<file path="src/rtl/fbu_pkg.sv">
package fbu_pkg;
  localparam int OFF_STAGED = 'h00;
  localparam int OFF_LIVE   = 'h04;
  localparam int OFF_ENABLE = 'h08;
  localparam int OFF_RAW    = 'h0C;
  localparam int OFF_MASKED = 'h10;
  localparam int OFF_CLEAR  = 'h14;
  localparam int ALIGN_BITS = 2;
  localparam int EVT_TAKEN  = 0;
endpackage

</file>
<file path="src/rtl/fbu_base_regs.sv">
module fbu_base_regs #(
  parameter int ADDR_W     = 32,
  parameter int ALIGN_BITS = 2
) (
  input  logic              clk,
  input  logic              rst_n,
  input  logic              stage_wr,
  input  logic [ADDR_W-1:0] stage_wdata,
  input  logic              frame_start,
  output logic [ADDR_W-1:0] staged_q,
  output logic [ADDR_W-1:0] live_q,
  output logic              taken
);
  localparam logic [ADDR_W-1:0] ALIGN_MASK = ADDR_W'((1 << ALIGN_BITS) - 1);

  logic outstanding_q;

  assign taken = frame_start & outstanding_q;

  always_ff @(posedge clk or negedge rst_n) begin
    if (!rst_n) begin
      staged_q      <= '0;
      live_q        <= '0;
      outstanding_q <= 1'b0;
    end else begin
      if (taken)
        live_q <= staged_q;
      if (stage_wr)
        staged_q <= stage_wdata & ~ALIGN_MASK;
      outstanding_q <= stage_wr | (outstanding_q & ~frame_start);
    end
  end

  AST_LIVE_HOLD: assert property (@(posedge clk) disable iff (!rst_n)
    !taken |=> $stable(live_q));

  AST_LIVE_TAKE: assert property (@(posedge clk) disable iff (!rst_n)
    taken |=> live_q == $past(staged_q));

  AST_LIVE_NEEDS_FRAME: assert property (@(posedge clk) disable iff (!rst_n)
    !frame_start |=> $stable(live_q));
endmodule

</file>
<file path="src/rtl/fbu_irq_regs.sv">
module fbu_irq_regs #(
  parameter int IRQ_W = 1
) (
  input  logic             clk,
  input  logic             rst_n,
  input  logic             en_wr,
  input  logic [IRQ_W-1:0] en_wdata,
  input  logic             clr_wr,
  input  logic [IRQ_W-1:0] clr_wdata,
  input  logic [IRQ_W-1:0] set_vec,
  output logic [IRQ_W-1:0] en_q,
  output logic [IRQ_W-1:0] raw_q,
  output logic [IRQ_W-1:0] masked,
  output logic             irq
);
  always_ff @(posedge clk or negedge rst_n) begin
    if (!rst_n)
      en_q <= '0;
    else if (en_wr)
      en_q <= en_wdata;
  end

  for (genvar i = 0; i < IRQ_W; i++) begin : g_src
    logic clr_bit;
    assign clr_bit = clr_wr & clr_wdata[i];

    always_ff @(posedge clk or negedge rst_n) begin
      if (!rst_n)
        raw_q[i] <= 1'b0;
      else
        raw_q[i] <= set_vec[i] | (raw_q[i] & ~clr_bit);
    end

    AST_SET_WINS: assert property (@(posedge clk) disable iff (!rst_n)
      set_vec[i] |=> raw_q[i]);

    AST_CLEAR_TAKES: assert property (@(posedge clk) disable iff (!rst_n)
      (clr_bit && !set_vec[i]) |=> !raw_q[i]);

    AST_RISE_FROM_SET: assert property (@(posedge clk) disable iff (!rst_n)
      $rose(raw_q[i]) |-> $past(set_vec[i]));
  end

  assign masked = raw_q & en_q;
  assign irq    = |masked;

  AST_IRQ_GATED: assert property (@(posedge clk) disable iff (!rst_n)
    irq |-> (en_q != '0 && raw_q != '0));
endmodule

</file>
<file path="src/rtl/fbu_rd_mux.sv">
module fbu_rd_mux
  import fbu_pkg::*;
#(
  parameter int DATA_W = 32,
  parameter int REG_AW = 5,
  parameter int IRQ_W  = 1
) (
  input  logic [REG_AW-1:0] addr,
  input  logic [DATA_W-1:0] staged,
  input  logic [DATA_W-1:0] live,
  input  logic [IRQ_W-1:0]  en,
  input  logic [IRQ_W-1:0]  raw,
  input  logic [IRQ_W-1:0]  masked,
  output logic [DATA_W-1:0] rdata
);
  always_comb begin
    rdata = '0;
    if (addr == REG_AW'(OFF_STAGED))      rdata = staged;
    else if (addr == REG_AW'(OFF_LIVE))   rdata = live;
    else if (addr == REG_AW'(OFF_ENABLE)) rdata = DATA_W'(en);
    else if (addr == REG_AW'(OFF_RAW))    rdata = DATA_W'(raw);
    else if (addr == REG_AW'(OFF_MASKED)) rdata = DATA_W'(masked);
  end
endmodule

</file>
<file path="src/rtl/fbu_top.sv">
module fbu_top
  import fbu_pkg::*;
#(
  parameter int DATA_W = 32,
  parameter int REG_AW = 5,
  parameter int IRQ_W  = 1
) (
  input  logic              clk,
  input  logic              rst_n,
  input  logic              bus_wr,
  input  logic [REG_AW-1:0] bus_addr,
  input  logic [DATA_W-1:0] bus_wdata,
  output logic [DATA_W-1:0] bus_rdata,
  input  logic              frame_start,
  output logic [DATA_W-1:0] active_base,
  output logic              irq_out
);
  logic              stage_wr, en_wr, clr_wr, taken;
  logic [DATA_W-1:0] staged_q, live_q;
  logic [IRQ_W-1:0]  en_q, raw_q, masked, set_vec;

  assign stage_wr = bus_wr && bus_addr == REG_AW'(OFF_STAGED);
  assign en_wr    = bus_wr && bus_addr == REG_AW'(OFF_ENABLE);
  assign clr_wr   = bus_wr && bus_addr == REG_AW'(OFF_CLEAR);

  always_comb begin
    set_vec            = '0;
    set_vec[EVT_TAKEN] = taken;
  end

  fbu_base_regs #(.ADDR_W(DATA_W), .ALIGN_BITS(ALIGN_BITS)) u_base (
    .clk         (clk),
    .rst_n       (rst_n),
    .stage_wr    (stage_wr),
    .stage_wdata (bus_wdata),
    .frame_start (frame_start),
    .staged_q    (staged_q),
    .live_q      (live_q),
    .taken       (taken)
  );

  fbu_irq_regs #(.IRQ_W(IRQ_W)) u_irq (
    .clk       (clk),
    .rst_n     (rst_n),
    .en_wr     (en_wr),
    .en_wdata  (bus_wdata[IRQ_W-1:0]),
    .clr_wr    (clr_wr),
    .clr_wdata (bus_wdata[IRQ_W-1:0]),
    .set_vec   (set_vec),
    .en_q      (en_q),
    .raw_q     (raw_q),
    .masked    (masked),
    .irq       (irq_out)
  );

  fbu_rd_mux #(.DATA_W(DATA_W), .REG_AW(REG_AW), .IRQ_W(IRQ_W)) u_rd (
    .addr   (bus_addr),
    .staged (staged_q),
    .live   (live_q),
    .en     (en_q),
    .raw    (raw_q),
    .masked (masked),
    .rdata  (bus_rdata)
  );

  assign active_base = live_q;

  AST_EN_OFF_QUIET: assert property (@(posedge clk) disable iff (!rst_n)
    (en_wr && bus_wdata[IRQ_W-1:0] == '0) |=> !irq_out);
endmodule

</file>
<file path="config.mk">
export PLATFORM = sky130hd
export DESIGN_NAME = fbu_top
export DESIGN_NICKNAME = d
export VERILOG_FILES = /design/src/rtl/fbu_pkg.sv /design/src/rtl/fbu_base_regs.sv /design/src/rtl/fbu_irq_regs.sv /design/src/rtl/fbu_rd_mux.sv /design/src/rtl/fbu_top.sv
export SDC_FILE = /design/constraint.sdc
export NUM_CORES = 1
export LEC_CHECK = 0
export BUFFER_PORTS_ARGS = -buffer_cell sky130_fd_sc_hd__buf_4
export CAP_MARGIN = 15
export CORE_MARGIN = 4
export CORE_UTILIZATION = 25
export CTS_CLUSTER_SIZE = 40
export DETAILED_ROUTE_END_ITERATION = 12
export GPL_TIMING_DRIVEN = 0
export PLACE_DENSITY_LB_ADDON = 0.12
export SKIP_LAST_GASP = 1
export SYNTH_ARGS = -nofsm -noshare
export SYNTH_HDL_FRONTEND = slang
export SYNTH_HIERARCHICAL = 1
export SYNTH_SLANG_ARGS = --single-unit
</file>
<file path="constraint.sdc">
create_clock -name clk -period 1.6 [get_ports clk]
set_input_delay 0.08 -clock clk [delete_from_list [all_inputs] [get_ports clk]]
set_output_delay 0.08 -clock clk [all_outputs]
set_load 0.02 [all_outputs]
</file>
==> impl_metrics.tcl <==
set metrics [dict create \
    clockRootBuffer "clkbuf_16" \
    rsz0062_at_grt "yes" \
    max_clock_freq_mhz 585 \
    coreArea_um2 11600 \
    drive_gt1_frac 0.588 \
    maxCapViolations 0 \
    syn_area_um2 2980 \
    yosysMostFrequentCell "dfrtp_1" \
    fin_crit_sh 1.07 \
    slowest_delay_ns 0.41 \
    min_path_cells 3 \
    worst_slew_pin_slew_ns 0.828 \
    clk_latency_ns 0.32 \
    path_clk_slew_ns 0.05 \
    drtPass1Iterations 5 \
    maxSlewViolCount 0 \
    worstSetupPathType "flip-flop to primary output" \
    synth.top_cells.by_area "dfrtp_1 (53%), mux2_4 (15%), mux2_2 (12%)" \
    synth_top_area_frac 0.529 \
    fp.dieH_um 117 \
    grt_pass1_wl_mm 12.3 \
    relSlewSlack 0.448 \
    critPathLaunchType "flip-flop" \
    synth.largest_area_cell "dfrtp_1" \
    dp_hpwl_mm 5.40 \
    die-area_um2 13700 \
    finalSetupTns_ns -0.108 \
    finalCriticalPeriod_ns 1.71 \
    grt_use_total 0.120 \
    synth-edff-count 0 \
    grt_pass1_vias 2267 \
    final-hold-violation-count 0 \
    cts_tree "built" \
    gp_congestion 0.692 \
    cp.required_ns 1.52 \
    p_per_area_nw_per_um2 1100 \
    diodes 0 \
    row_count 39 \
    avgSynthCellArea_um2 15.0 \
    critPathArrivalTime_ns 1.63 \
    finalCoreUtilization 0.403 \
    routed-via-count 2157 \
    timing.final.ws_setup_ns -0.108 \
    reg2regPathDepth 3 \
    ys_ff_latch 63 \
    irDropWorstVdd_v 0.000543 \
    routed_wire_length_per_instance_um 16.5 \
    ys_seq_area_frac 0.529 \
    yosysUniqueCellTypes 25 \
    setup_viol 1 \
    end_kind "primary output" \
    routed_wl_mm 8.21 \
    ios 106 \
    grt_max_degree 64 \
    cts_sinks 63 \
    start_util 0.258 \
    hold_path_class "primary input to flip-flop" \
    io_buffer_count 101 \
    grt_overflow 0 \
    syn_to_final_growth_pct 56.6 \
    vias_per_cell 4.34 \
    leakage_nw 2.39 \
    final_cells 497 \
    synth.yosys.warnings 6 \
    antenna_found_initial 0 \
    syn_inst 198 \
    async_flop_share 1.00 \
    holdWs_ns 0.0491 \
    yosys-top-cells-count "dfrtp_1 (63), mux2_2 (31), a22o_1 (30), mux2_4 (30), buf_4 (11)" \
    status "complete, but fails checks" \
    dpl.cell_count 445 \
    antenna_left 0 \
    fin_skew_ns 0.00648 \
    die_w_um 117 \
    ctsLongestPathBuffers 2 \
    dr.first_iter.drc_count 124 \
    place_ws_ns -0.223 \
    fin_nets 391 \
    violations "negative setup slack" \
    cp_max_fo 3 \
    drc 0 \
    slowest_stage "or4_4" \
    ys.flop_type "dfrtp_1" \
    h-tree-depth 3 \
    path_cells "and2_4, nand2_1, or4_4, a31oi_2, buf_4" \
    cts_buffers 9 \
]
## layout by cell type (no fill, tap or decap), types with 3 or more instances in the layout
cell type      synthesis  layout
buf_4                 11     109
dfrtp_1               63      63
dlygate4sd3_1          0      32
mux2_2                31      31
mux2_4                30      30
a22o_1                30      30
clkbuf_16              0      10
buf_6                  6       9
conb_1                 1       4
nand2_1                3       3
inv_1                  3       3
## layer usage
| layer | GRT usage | up-vias | wire [µm] |
|---|---|---|---|
| li1 | - | 1029 | - |
| met1 | 0.151 | 1054 | 3720 |
| met2 | 0.192 | 68 | 3860 |
| met3 | 0.0478 | 6 | 549 |
| met4 | 0.0321 | 0 | 85 |
| met5 | 0 | - | 0 |
## kinds of logic (layout without fill, tap and decap cells)
group / after synthesis / after routing / synth area share
flops: 63 / 63 / 0.529
buf+inv: 20 / 173 / 0.0542
simple gates: 17 / 17 / 0.0424
other cells: 1 / 4 / 0.00126
mux: 62 / 62 / 0.272
compound gates: 35 / 35 / 0.101
## report_power, final
group | internal [W] | switching (W)
logic | 0.000586 | 0.000392
registers | 0.00187 | 0.000221
clock network | 0.00139 | 0.000669
## registers in the layout, summed over array words and instances, names as in the netlist
signal	flops
u_irq/raw_q	1
u_base/live_q	30
u_base/outstanding_q	1
u_base/staged_q	30
u_irq/en_q	1
## metrics by stage
step	instance area, µm²	total power, W
2_1_floorplan	3000	0.00260
4_1_cts	4570	0.00522
5_1_grt	4660	0.00542
6_report	4660	0.00513
3_3_place_gp	3930	0.00301
3_5_place_dp	3930	0.00303
## layout make-up
type	count	area, µm²
clock inverter	4	70.1
sequential	63	1580
buffer	16	161
fill	1097	6900
multi-input combinational	118	1260
tap	143	179
timing repair buffer	139	1160
inverter	3	11.3
clock buffer	11	243
## worst max-delay path: cells and delay by family (launching register included)
| family | cells | cell delay [ns] |
|---|---|---|
| and+or+nand+nor | 3 | 0.61 |
| buffers and inverters | 1 | 0.16 |
| AOI/OAI and AO/OA | 1 | 0.17 |
| DFF | 1 | 0.37 |
## worst paths after layout
| path | from | to | slack (ns) |
|---|---|---|---|
| worst max-delay path | u_irq/raw_q$_DFF_PN0_ | bus_rdata[0] | -0.11 |
| worst min-delay path | frame_start | u_base/outstanding_q$_DFF_PN0_ | 0.05 |
| worst max register to register | u_base/outstanding_q$_DFF_PN0_ | u_base/live_q[4]$_DFFE_PN0P_ | 0.45 |
| worst min register to register | u_base/outstanding_q$_DFF_PN0_ | u_base/outstanding_q$_DFF_PN0_ | 0.49 |
| max in group asynchronous | rst_n | u_base/live_q[27]$_DFFE_PN0P_ | 0.65 |
| min in group asynchronous | rst_n | u_base/live_q[20]$_DFFE_PN0P_ | 0.40 |
## what timing repair did
item,4_1_cts,5_1_grt
setup endpoints to repair,1,16
hold buffers,32,0
cloned,0,2
pin swaps,4,6
gates resized for setup,1,8
buffers inserted,1,3
endpoints found under the hold margin,94,0
(Power assumes the default switching activity.)
